### config.mk
export PLATFORM = sky130hd
export DESIGN_NAME = irq_tier_agg
export DESIGN_NICKNAME = d
export VERILOG_FILES = /design/src/rtl/irq_agg_pkg.sv /design/src/rtl/irq_pend_bank.sv /design/src/rtl/irq_agg_rdmux.sv /design/src/rtl/irq_tier_agg.sv
export SDC_FILE = /design/constraint.sdc
export NUM_CORES = 1
export LEC_CHECK = 0
export BUFFER_PORTS_ARGS = -buffer_cell sky130_fd_sc_hd__buf_2
export CORE_MARGIN = 10
export CORE_UTILIZATION = 57
export DETAILED_ROUTE_END_ITERATION = 10
export PLACE_DENSITY = 0.94
export SLEW_MARGIN = 0
export SYNTH_ARGS = -nofsm -noshare
export SYNTH_HDL_FRONTEND = slang
export SYNTH_SLANG_ARGS = --single-unit
### constraint.sdc
create_clock -name clk -period 2.56 [get_ports clk]
set_input_delay 0.256 -clock clk [delete_from_list [all_inputs] [get_ports clk]]
set_output_delay 0.256 -clock clk [all_outputs]
set_load 0.05 [all_outputs]
### src/rtl/irq_agg_pkg.sv
package irq_agg_pkg;
  // number of switch-group units and timestamp sources
  localparam int NSUB = 5;
  localparam int TS_W = 9;

  // register word addresses
  localparam int A_TOP_STAT = 0;
  localparam int A_TOP_EN   = 1;
  localparam int A_CFG      = 2;
  localparam int A_TS_PEND  = 3;
  localparam int A_TS_EN    = 4;
  localparam int A_SW_SUM   = 5;
  localparam int A_SW_MASK  = 6;
  localparam int A_SUB_BASE = 7;  // unit s: pending at base+2s, mask at base+2s+1

  // bit positions with decoded meaning
  localparam int TOP_SW_BIT = 28;
  localparam int TOP_TS_BIT = 29;
  localparam int CFG_EN_BIT = 8;
endpackage

### src/rtl/irq_pend_bank.sv
module irq_pend_bank #(
  parameter int W = 4
) (
  input  logic         clk,
  input  logic         rst,
  input  logic [W-1:0] evt,
  input  logic         clr_we,
  input  logic         mask_we,
  input  logic [W-1:0] wdata,
  output logic [W-1:0] pend,
  output logic [W-1:0] mask,
  output logic         summary
);
  logic [W-1:0] clr_bits;

  assign clr_bits = clr_we ? wdata : '0;

  always_ff @(posedge clk) begin
    if (rst) begin
      pend <= '0;
      mask <= '0;
    end else begin
      // a new event outranks a clear of the same bit
      pend <= (pend & ~clr_bits) | evt;
      if (mask_we) mask <= wdata;
    end
  end

  assign summary = |(pend & mask);
endmodule

### src/rtl/irq_agg_rdmux.sv
module irq_agg_rdmux
  import irq_agg_pkg::*;
#(
  parameter int DATA_W = 32,
  parameter int ADDR_W = 5,
  parameter int SRC_W  = 4
) (
  input  logic                   clk,
  input  logic                   rst,
  input  logic [ADDR_W-1:0]      addr,
  input  logic [1:0]             top_stat,
  input  logic [1:0]             top_en,
  input  logic                   irq_en,
  input  logic [TS_W-1:0]        ts_pend,
  input  logic [TS_W-1:0]        ts_en,
  input  logic [NSUB-1:0]        sw_sum,
  input  logic [NSUB-1:0]        sw_mask,
  input  logic [NSUB*SRC_W-1:0]  sub_pend_f,
  input  logic [NSUB*SRC_W-1:0]  sub_mask_f,
  output logic [DATA_W-1:0]      rd_data
);
  logic [DATA_W-1:0] rd_d;

  always_comb begin
    rd_d = '0;
    case (addr)
      ADDR_W'(A_TOP_STAT): begin
        rd_d[TOP_SW_BIT] = top_stat[0];
        rd_d[TOP_TS_BIT] = top_stat[1];
      end
      ADDR_W'(A_TOP_EN): begin
        rd_d[TOP_SW_BIT] = top_en[0];
        rd_d[TOP_TS_BIT] = top_en[1];
      end
      ADDR_W'(A_CFG):     rd_d[CFG_EN_BIT] = irq_en;
      ADDR_W'(A_TS_PEND): rd_d[TS_W-1:0] = ts_pend;
      ADDR_W'(A_TS_EN):   rd_d[TS_W-1:0] = ts_en;
      ADDR_W'(A_SW_SUM):  rd_d[NSUB-1:0] = sw_sum;
      ADDR_W'(A_SW_MASK): rd_d[NSUB-1:0] = sw_mask;
      default: ;
    endcase
    for (int s = 0; s < NSUB; s++) begin
      if (addr == ADDR_W'(A_SUB_BASE + 2*s))
        rd_d[SRC_W-1:0] = sub_pend_f[s*SRC_W +: SRC_W];
      if (addr == ADDR_W'(A_SUB_BASE + 2*s + 1))
        rd_d[SRC_W-1:0] = sub_mask_f[s*SRC_W +: SRC_W];
    end
  end

  always_ff @(posedge clk) begin
    if (rst) rd_data <= '0;
    else     rd_data <= rd_d;
  end
endmodule

### src/rtl/irq_tier_agg.sv
module irq_tier_agg
  import irq_agg_pkg::*;
#(
  parameter int DATA_W = 32,
  parameter int ADDR_W = 5,
  parameter int SRC_W  = 4
) (
  input  logic                  clk,
  input  logic                  rst,
  input  logic [NSUB*SRC_W-1:0] sub_evt,
  input  logic [TS_W-1:0]       ts_evt,
  input  logic                  wr_en,
  input  logic [ADDR_W-1:0]     addr,
  input  logic [DATA_W-1:0]     wdata,
  output logic [DATA_W-1:0]     rd_data,
  output logic                  irq
);
  logic [NSUB*SRC_W-1:0] sub_pend_f;
  logic [NSUB*SRC_W-1:0] sub_mask_f;
  logic [NSUB-1:0]       sw_sum;
  logic [NSUB-1:0]       sw_mask_q;
  logic [TS_W-1:0]       ts_pend;
  logic [TS_W-1:0]       ts_en;
  logic                  ts_sum;
  logic [1:0]            top_en_q;   // [0] switch group, [1] timestamp group
  logic [1:0]            top_stat;
  logic                  irq_en_q;

  // lowest tier: switch-group units
  for (genvar s = 0; s < NSUB; s++) begin : g_sub
    logic clr_hit, mask_hit;
    assign clr_hit  = wr_en && (addr == ADDR_W'(A_SUB_BASE + 2*s));
    assign mask_hit = wr_en && (addr == ADDR_W'(A_SUB_BASE + 2*s + 1));
    irq_pend_bank #(.W(SRC_W)) u_bank (
      .clk     (clk),
      .rst     (rst),
      .evt     (sub_evt[s*SRC_W +: SRC_W]),
      .clr_we  (clr_hit),
      .mask_we (mask_hit),
      .wdata   (wdata[SRC_W-1:0]),
      .pend    (sub_pend_f[s*SRC_W +: SRC_W]),
      .mask    (sub_mask_f[s*SRC_W +: SRC_W]),
      .summary (sw_sum[s])
    );
  end

  // lowest tier: timestamp unit (enable register acts as its mask)
  irq_pend_bank #(.W(TS_W)) u_ts_bank (
    .clk     (clk),
    .rst     (rst),
    .evt     (ts_evt),
    .clr_we  (wr_en && (addr == ADDR_W'(A_TS_PEND))),
    .mask_we (wr_en && (addr == ADDR_W'(A_TS_EN))),
    .wdata   (wdata[TS_W-1:0]),
    .pend    (ts_pend),
    .mask    (ts_en),
    .summary (ts_sum)
  );

  // middle and top tiers, output stage
  assign top_stat = {ts_sum, |(sw_sum & sw_mask_q)};

  always_ff @(posedge clk) begin
    if (rst) begin
      sw_mask_q <= '0;
      top_en_q  <= '0;
      irq_en_q  <= 1'b0;
      irq       <= 1'b0;
    end else begin
      if (wr_en && addr == ADDR_W'(A_SW_MASK)) sw_mask_q <= wdata[NSUB-1:0];
      if (wr_en && addr == ADDR_W'(A_TOP_EN))
        top_en_q <= {wdata[TOP_TS_BIT], wdata[TOP_SW_BIT]};
      if (wr_en && addr == ADDR_W'(A_CFG)) irq_en_q <= wdata[CFG_EN_BIT];
      irq <= irq_en_q && (|(top_stat & top_en_q));
    end
  end

  irq_agg_rdmux #(.DATA_W(DATA_W), .ADDR_W(ADDR_W), .SRC_W(SRC_W)) u_rdmux (
    .clk        (clk),
    .rst        (rst),
    .addr       (addr),
    .top_stat   (top_stat),
    .top_en     (top_en_q),
    .irq_en     (irq_en_q),
    .ts_pend    (ts_pend),
    .ts_en      (ts_en),
    .sw_sum     (sw_sum),
    .sw_mask    (sw_mask_q),
    .sub_pend_f (sub_pend_f),
    .sub_mask_f (sub_mask_f),
    .rd_data    (rd_data)
  );
endmodule

==> out/qor.csv, run 1 <==
metric;value;unit
status;finished, final reports clean;
non-filler instance count after layout;656;
P&R area growth vs syn;11.1;%
r2r worst-path depth;5;
CORE AREA;0.00683;mm²
Syn Inst Count;507;
WL final;12.4;mm
Final #Nets;624;
Iter 0 DRT Violations;430;
Worst Skew;0.00984;ns
Post-synth EDFFs;0;
Num CTS Buffers;9;
maxcap violations;0;
CTS tree;built;
Routed WL per cell;19.0;µm
setup bufs post-CTS;0;
power density over the cells;577;mW/mm²
H-Tree Depth;3;
Tmin final;1.82;ns
vias in the first global route;3770;
Vias;4026;
Clock Pin Slew Worst Setup and Hold Paths;0.08;ns
Sum Neg Setup Slack;0;ns
Hold Path Class;input port to register;
RSZ-0062 raised after global routing;no;
Antenna Nets Post-Route;0;
FILL cells;597;
Post-Syn Area;0.00404;mm²
post-synthesis sequential area ratio;0.387;
Data arrival, critical path;2.08;ns
Critical Path Source Type;input port;
Num Clock Sinks;78;
cts hold-fix bufs;0;
final design utilization;0.656;
pin count of the biggest net entering global routing;35;
critical path peak fanout;34;
GPL Wtd Cong;0.985;
Setup violations, final;0;
Initial Utilization;0.591;
die width;104;µm
Fmax achieved;0.550;GHz
placed cell areas;0.00428;mm²
Placed Instances;640;
top_reg_cell synth;dfxtp_1;
die area;0.0108;mm²
final instance area;0.00448;mm²
share of cells above drive strength 1;0.175;
hold slack;0.108;ns
Pleak;1.82;nW
Setup crit end kind;register;
Worst VDD drop;0.462;mV
initial antenna violation count;0;
hpwl dp;9.23;mm
Chip Height;104;µm
GR Util All Layers;0.216;
most frequent cells in the layout;dfxtp_1, a21oi_1, nand2_1;
antenna fix cells;0;
Max Transition Viols Final;0;
CP Data Required Time;2.82;ns
synth warn;0;
CP Class;input port to register;
period utilization;0.711;
CTS resizes;0;
clk_lat worst skew;0.35;ns
Ports;102;
worst slew pin tran;0.652;ns
TritonRoute pass-1 iters;6;
Seq cells post-synth;78;
grt ovf;0;
Vias/cell;6.14;
# rows;30;
Hold Vio Cnt, Final;0;
slew margin rel.;0.565;
post-synthesis async set-or-reset flop share;0;
Residual DRC;0;
most common cell after layout, fill and taps aside;dfxtp_1;
port buffer count;59;
first-pass GRT wire length;19.3;mm
clk buf depth;2;
synth unique cells;61;
Mapped Avg Cell Area;7.96;µm²
root buffer cell;clkbuf_8;
Hold Path Stages;3;
-- final cells by class --
type                    count  area (µm²)  area share
clock buffers              11         141      0.0315
clock inverters             5        57.6      0.0128
inverters                  20        75.1      0.0167
multi-input cells         378        2160       0.483
flip-flops and latches     78        1560       0.348
well taps                  96         120      0.0268
repair buffers             68         363      0.0809
-- Yosys cell counts, types with 3 or more instances --
cell type,instances,share of area
dfxtp_1,78,0.39
a21oi_1,64,0.079
nand2_1,64,0.060
nor2_1,48,0.045
nand3_1,37,0.046
buf_4,23,0.043
inv_1,20,0.019
o21ai_0,19,0.024
mux2i_1,18,0.045
a22oi_1,14,0.026
buf_2,14,0.017
clkbuf_1,11,0.010
nand2b_1,8,0.012
nor3_1,7,0.0087
a221oi_1,4,0.0087
nor2b_1,4,0.0062
a211oi_1,3,0.0056
a222oi_1,3,0.0074
a2bb2oi_1,3,0.0065
and3_1,3,0.0047
and3b_1,3,0.0065
mux2_2,3,0.0084
nor3_4,3,0.012
o211ai_1,3,0.0056
o221ai_1,3,0.0065
o31a_1,3,0.0065
-- kinds of logic after synthesis --
kind of cell / synth area share
AND/OR/NAND/NOR: 0.239
XOR/XNOR: 0.00217
flip-flops: 0.387
other: 0.000929
AO/OA/AOI/OAI: 0.223
multiplexers: 0.0530
buffers and inverters: 0.0955
-- metrics by stage --
stage	worst slack (ns)	total power [mW]
3_5_place_dp	0.483	1.67
3_3_place_gp	0.509	1.66
4_1_cts	0.843	2.58
2_1_floorplan	1.07	1.59
6_report	0.741	2.59
5_1_grt	0.690	2.67
-- path summary, 6_finish.rpt --
kind | from | end | slack, ns
worst max-delay path | addr[1] | u_rdmux.rd_data[0] | 0.74
worst min-delay path | ts_evt[5] | u_ts_bank.pend[5] | 0.11
worst max register to register | g_sub[2].u_bank.pend[0] | irq | 0.91
worst min register to register | top_en_q[0] | irq | 0.47
-- layer usage --
metal  GRT usage  wire (µm)  share of wire
met1       0.279       5070           0.41
met2       0.331       5720           0.46
met3      0.0508       1240           0.10
met4      0.0994        411          0.033
met5           0          0              0
-- critical path, stage by stage --
cell and delay (ns):
buf_2 0.51, nand2b_1 0.32, nor3_4 0.26, nand2_1 0.10
a311o_1 0.38, a31oi_1 0.24
-- report_power, final --
group	internal (mW)	leakage, nW	switching [mW]	total [mW]
sequential	1.25	0.639	0.0392	1.29
clock	0.480	0.104	0.454	0.934
combinational	0.102	1.07	0.261	0.362
-- flip-flops by register name, indices dropped and copies added, names as in the netlist --
signal and cells:
g_sub.u_bank.mask 20, g_sub.u_bank.pend 20, irq 1, irq_en_q 1, sw_mask_q 5, top_en_q 2
u_rdmux.rd_data 11, u_ts_bank.mask 9, u_ts_bank.pend 9
(Power assumes the default switching activity.)
==> inputs of run 2 (changes only) <==
ABC_AREA = 1   (was not set)
CORE_UTILIZATION = 47   (was 57)
PLACE_DENSITY = 0.85   (was 0.94)
clock period = 1.6 ns   (was 2.56 ns; I/O delays follow)
==> run 2 against run 1 <==
Against the previous run:
- clock skew grew 0.0023 ns
- wire length shrank 21%
- non-clock buffer count grew 3
- utilization shrank 9.4 points
- global-route usage shrank 4.8 points
- cell area shrank 3.1%
- critical path depth grew 8
- largest cell class unchanged
==> out/qor.csv, run 2 <==
metric;value;unit
Antenna Nets Post-Route;0;
WL final;9.88;mm
CTS tree;built;
Vias/cell;5.23;
Reg2Reg Launch Point;g_sub[3].u_bank.pend[0];
CTS resizes;0;
pin count of the biggest net entering global routing;39;
slew margin rel.;0.625;
sw power;1.16;mW
GR Util met2;0.280;
Syn Inst Count;532;
xor/xnor share of the synthesized area;0;
post-synthesis sequential area ratio;0.420;
P&R area growth vs syn;16.9;%
Post-synth EDFFs;0;
clk_lat worst skew;0.37;ns
H-Tree Depth;3;
Post-synth top cells;nand2_1, a21oi_1, dfxtp_1;
Data arrival, critical path;1.75;ns
Most Used Layer, Global Route;met2;
combinational power share;0.111;
CP Data Required Time;1.87;ns
period utilization;0.926;
Iter 0 DRT Violations;270;
Seq cells post-synth;78;
Final Power;4.22;mW
Mapped Avg Cell Area;6.98;µm²
Max Transition Viols Final;0;
final instance area;0.00434;mm²
clk buf depth;2;
GR Util All Layers;0.167;
RSZ-0062 raised after global routing;no;
Fmax achieved;0.675;GHz
Tmin final;1.48;ns
Routed WL per cell;13.9;µm
Clock Pin Slew Worst Setup and Hold Paths;0.09;ns
maxcap violations;0;
CORE AREA;0.00773;mm²
Pleak;2.00;nW
grt ovf;0;
adder-cell share of the synthesized area;0;
Top Registers;g_sub.u_bank.mask x20, g_sub.u_bank.pend x20, u_rdmux.rd_data x11;
power share of the clock group;0.401;
Initial Utilization;0.481;
top_reg_cell synth;dfxtp_1;
setup bufs post-CTS;0;
Worst Setup SP;g_sub[3].u_bank.pend[0];
root buffer cell;clkbuf_8;
Sum Neg Setup Slack;0;ns
synth top area cells;dfxtp_1, nand2_1, a21oi_1;
largest family of logic cells by synthesized area;simple AND/OR/NAND/NOR gates;
Setup violations, final;0;
r2r worst-path depth;14;
worst hold start;sub_evt[18];
Hold Vio Cnt, Final;0;
Vias;3707;
TritonRoute pass-1 iters;5;
area share of the largest cell type after synthesis;0.420;
Seq pwr share;0.488;
cts hold-fix bufs;0;
Final #Nets;670;
met1 usage;0.200;
# rows;32;
switching portion of total power;0.274;
power density over the cells;971;mW/mm²
hold slack;0.0163;ns
post-synthesis async set-or-reset flop share;0;
Worst Skew;0.0121;ns
synth unique cells;30;
die area;0.0119;mm²
Synth area leader;dfxtp_1;
initial antenna violation count;1;
most frequent cell after synthesis;nand2_1;
Hold Path Class;input port to register;
M3 GR Usage;0.0454;
Hold Path Stages;3;
GPL Wtd Cong;0.885;
Pint;3.06;mW
Critical Path Source Type;register;
most common cell after layout, fill and taps aside;nand2_1;
Residual DRC;0;
status;finished, final reports clean;
Synth Area in Compound Gates;0.200;
Num Clock Sinks;78;
hpwl dp;7.41;mm
Worst VDD drop;0.648;mV
Num CTS Buffers;9;
die width;109;µm
first-pass GRT wire length;16.1;mm
vias in the first global route;3598;
Setup crit end kind;register;
placed cell areas;0.00411;mm²
CP Class;register to register;
post-synthesis simple-gate area fraction;0.253;
worst slew pin tran;0.562;ns
most frequent cells in the layout;nand2_1, a21oi_1, dfxtp_1;
port buffer count;59;
share of cells above drive strength 1;0.173;
synth warn;0;
critical path peak fanout;3;
Ports;102;
Chip Height;109;µm
Post-Syn Area;0.00371;mm²
mux contribution to synthesized area;0;
==> run 2: per-layer routing <==
layer	vias to the layer above	share of wire	routed length (µm)
li1	1844	-	-
met1	1677	0.41	4020
met2	167	0.48	4760
met3	19	0.090	885
met4	0	0.021	207
met5	-	0	0
==> run 2: power groups by stage <==
stage	combinational [mW]	sequential (mW)	clock (mW)
2_1_floorplan	0.340	2.10	0
3_3_place_gp	0.450	2.10	0
3_5_place_dp	0.460	2.10	0
4_1_cts	0.462	2.06	1.70
5_1_grt	0.512	2.06	1.78
6_report	0.466	2.06	1.69
==> run 2: metrics by stage <==
| step | setup slack (ns) | cells | util |
|---|---|---|---|
| after CTS | 0.156 | 708 | 0.562 |
| final | 0.118 | 709 | 0.562 |
| after floorplan | 0.427 | 552 | - |
| after global placement | 0.0697 | 692 | 0.532 |
| after global routing | 0.0546 | 708 | 0.562 |
| after detailed placement | 0.0594 | 692 | 0.532 |
==> run 2: cell type report <==
cell class | count | area [µm²]
Sequential cell | 78 | 1560
Clock inverter | 6 | 92.6
Antenna cell | 1 | 2.50
Multi-Input combinational cell | 371 | 1760
Inverter | 70 | 263
Fill cell | 707 | 3380
Clock buffer | 10 | 138
Timing Repair Buffer | 71 | 398
Tap cell | 102 | 128
==> run 2: final timing paths <==
kind                                  end  slack [ns]
setup / recovery       u_rdmux.rd_data[3]        0.12
hold / removal    g_sub[4].u_bank.pend[2]        0.02
setup reg to reg       u_rdmux.rd_data[3]        0.12
hold reg to reg   g_sub[1].u_bank.mask[0]        0.48
==> run 2: logic make-up (layout without fill, tap and decap cells) <==
logic type / after synthesis / count (layout)
other cells: 1 / 22
buf+inv: 103 / 157
simple gates: 208 / 208
flops: 78 / 78
compound gates: 142 / 142
==> run 2: critical path, stage by stage (launching register included) <==
cell and delay (ns):
dfxtp_1 0.33, nand2_1 0.07, nand2_1 0.06, inv_1 0.06, nand2_1 0.09, nand2_1 0.08, nand2_1 0.05, nor2_1 0.10
nand3_1 0.07, nand2_1 0.08, nand4_1 0.11, nand2_1 0.10, nand4_1 0.07, nand2_1 0.07, inv_1 0.04
==> inputs of run 3 (changes only) <==
CORE_UTILIZATION = 45   (was 47)
PLACE_DENSITY = 0.82   (was 0.85)
==> run 3 against run 2 <==
Against the previous run:
- sequential share of layout area up 0.089 points
- cell count up 0.71%
- non-clock buffer count up 3
- first-iteration DRC count down 21%
- wire length down 0.52%
- register-to-register slack better by 0.05 ns
- critical path depth unchanged
- clock skew down 0.0044 ns
- die area up 3.6%
- total power down 4.2%
- via count down 2.5%
- cell area about the same
- critical endpoint unchanged
==> out/qor.csv, run 3 (synthesized netlist as in run 2, its figures left out) <==
metric;value;unit
clk buf depth;2;
Num CTS Buffers;9;
Worst Skew;0.00768;ns
Routed WL per cell;13.8;µm
Critical Path Source Type;register;
grt ovf;0;
hpwl dp;7.43;mm
CTS tree;built;
Hold Vio Cnt, Final;0;
antenna fix cells;0;
Iter 0 DRT Violations;214;
Final #Nets;673;
Vias/cell;5.06;
Setup crit end kind;register;
most frequent cells in the layout;nand2_1, a21oi_1, dfxtp_1;
die area;0.0123;mm²
Max Transition Viols Final;0;
Worst VDD drop;0.502;mV
port buffer count;59;
pin count of the biggest net entering global routing;32;
crit path cell chain;nand2_1 > nand2_1 > inv_1 > nand2_2 > nand2_2 > nand2_1 > nor2_1 > nand3_1 > nand2_1 > nand4_1 > nand2_1 > nand4_1 > nand2_1 > inv_1;
Tmin final;1.44;ns
vias in the first global route;3537;
first-pass GRT wire length;16.1;mm
maxcap violations;0;
CP Data Required Time;1.87;ns
Fmax achieved;0.696;GHz
Sum Neg Setup Slack;0;ns
die width;111;µm
cts hold-fix bufs;0;
initial antenna violation count;1;
slowest cell on the critical path;dfxtp_2;
CORE AREA;0.00813;mm²
Hold Path Class;input port to register;
Data arrival, critical path;1.70;ns
H-Tree Depth;3;
CP Class;register to register;
Chip Height;111;µm
GPL Wtd Cong;0.904;
crit-path max cell delay;0.34;ns
Antenna Nets Post-Route;0;
Initial Utilization;0.457;
Vias;3613;
TritonRoute pass-1 iters;9;
most common cell after layout, fill and taps aside;nand2_1;
Clock Pin Slew Worst Setup and Hold Paths;0.08;ns
power density over the cells;931;mW/mm²
status;finished, final reports clean;
share of cells above drive strength 1;0.184;
RSZ-0062 raised after global routing;no;
Top Registers;g_sub.u_bank.mask x20, g_sub.u_bank.pend x20, u_rdmux.rd_data x11;
critical path peak fanout;3;
# rows;33;
Residual DRC;0;
Num Clock Sinks;78;
root buffer cell;clkbuf_8;
non-filler instance count after layout;714;
most used cell, CP;nand2_1;
GR Util All Layers;0.155;
period utilization;0.898;
Pleak;1.99;nW
Placed Instances;697;
clk_lat worst skew;0.36;ns
WL final;9.83;mm
Setup violations, final;0;
P&R area growth vs syn;16.8;%
Ports;102;
Final Power;4.04;mW
[run 3: cell types whose count changed in the layout (fill, tap and decap cells not counted), sizes merged]
cell	change
buf	+3
bufinv	-1
clkinvlp	+1
diode	-1
[run 3: metrics by stage]
step,instance area (µm²),hold WS (ns),util,setup slack [ns]
floorplan,3790,0.294,-,0.427
global placement,4120,0.400,0.506,0.0592
detailed placement,4120,0.404,0.506,0.0237
CTS,4320,0.0207,0.532,0.154
global route,4340,0.0267,0.533,0.00144
finish,4340,0.0232,0.533,0.164
[run 3: path summary, 6_finish.rpt]
check	slack [ns]	startpoint	depth (start not counted)	end
worst max-delay path	0.16	g_sub[3].u_bank.pend[0]	14	u_rdmux.rd_data[3]
worst min-delay path	0.02	sub_evt[13]	3	g_sub[3].u_bank.pend[1]
worst max register to register	0.16	g_sub[3].u_bank.pend[0]	14	u_rdmux.rd_data[3]
worst min register to register	0.47	g_sub[1].u_bank.mask[0]	2	g_sub[1].u_bank.mask[0]
[run 3: worst max-delay path: cells and delay by family, from the launching register on]
family	cells	cell delay, ns
simple gates	12	0.91
flops	1	0.34
buf+inv	2	0.09
[run 3: layout make-up]
type                            count  area (µm²)
Multi-Input combinational cell    371        1770
Clock inverter                      6        70.1
Timing Repair Buffer               74         408
Fill cell                         811        3790
Clock buffer                       10         138
Tap cell                          105         131
Inverter                           70         263
Sequential cell                    78        1560
[run 3: repair_timing]
| action | in CTS | in global routing |
|---|---|---|
| setup buffers | 0 | 1 |
| endpoints found under the setup margin | 0 | 1 |
| resized for setup | 0 | 4 |
[run 3: power breakdown]
group	switching, mW	internal, mW
Combinational	0.339	0.126
Sequential	0.0481	2.01
Clock	0.749	0.770
Total	1.14	2.90
[run 3: per-layer routing]
metal  up-vias  part of all wire  GRT usage
met5         -            0.0011          0
met4         2             0.014     0.0573
met3        17             0.076     0.0514
met2       109              0.50      0.274
met1      1643              0.41      0.167
li1       1842                 -          -
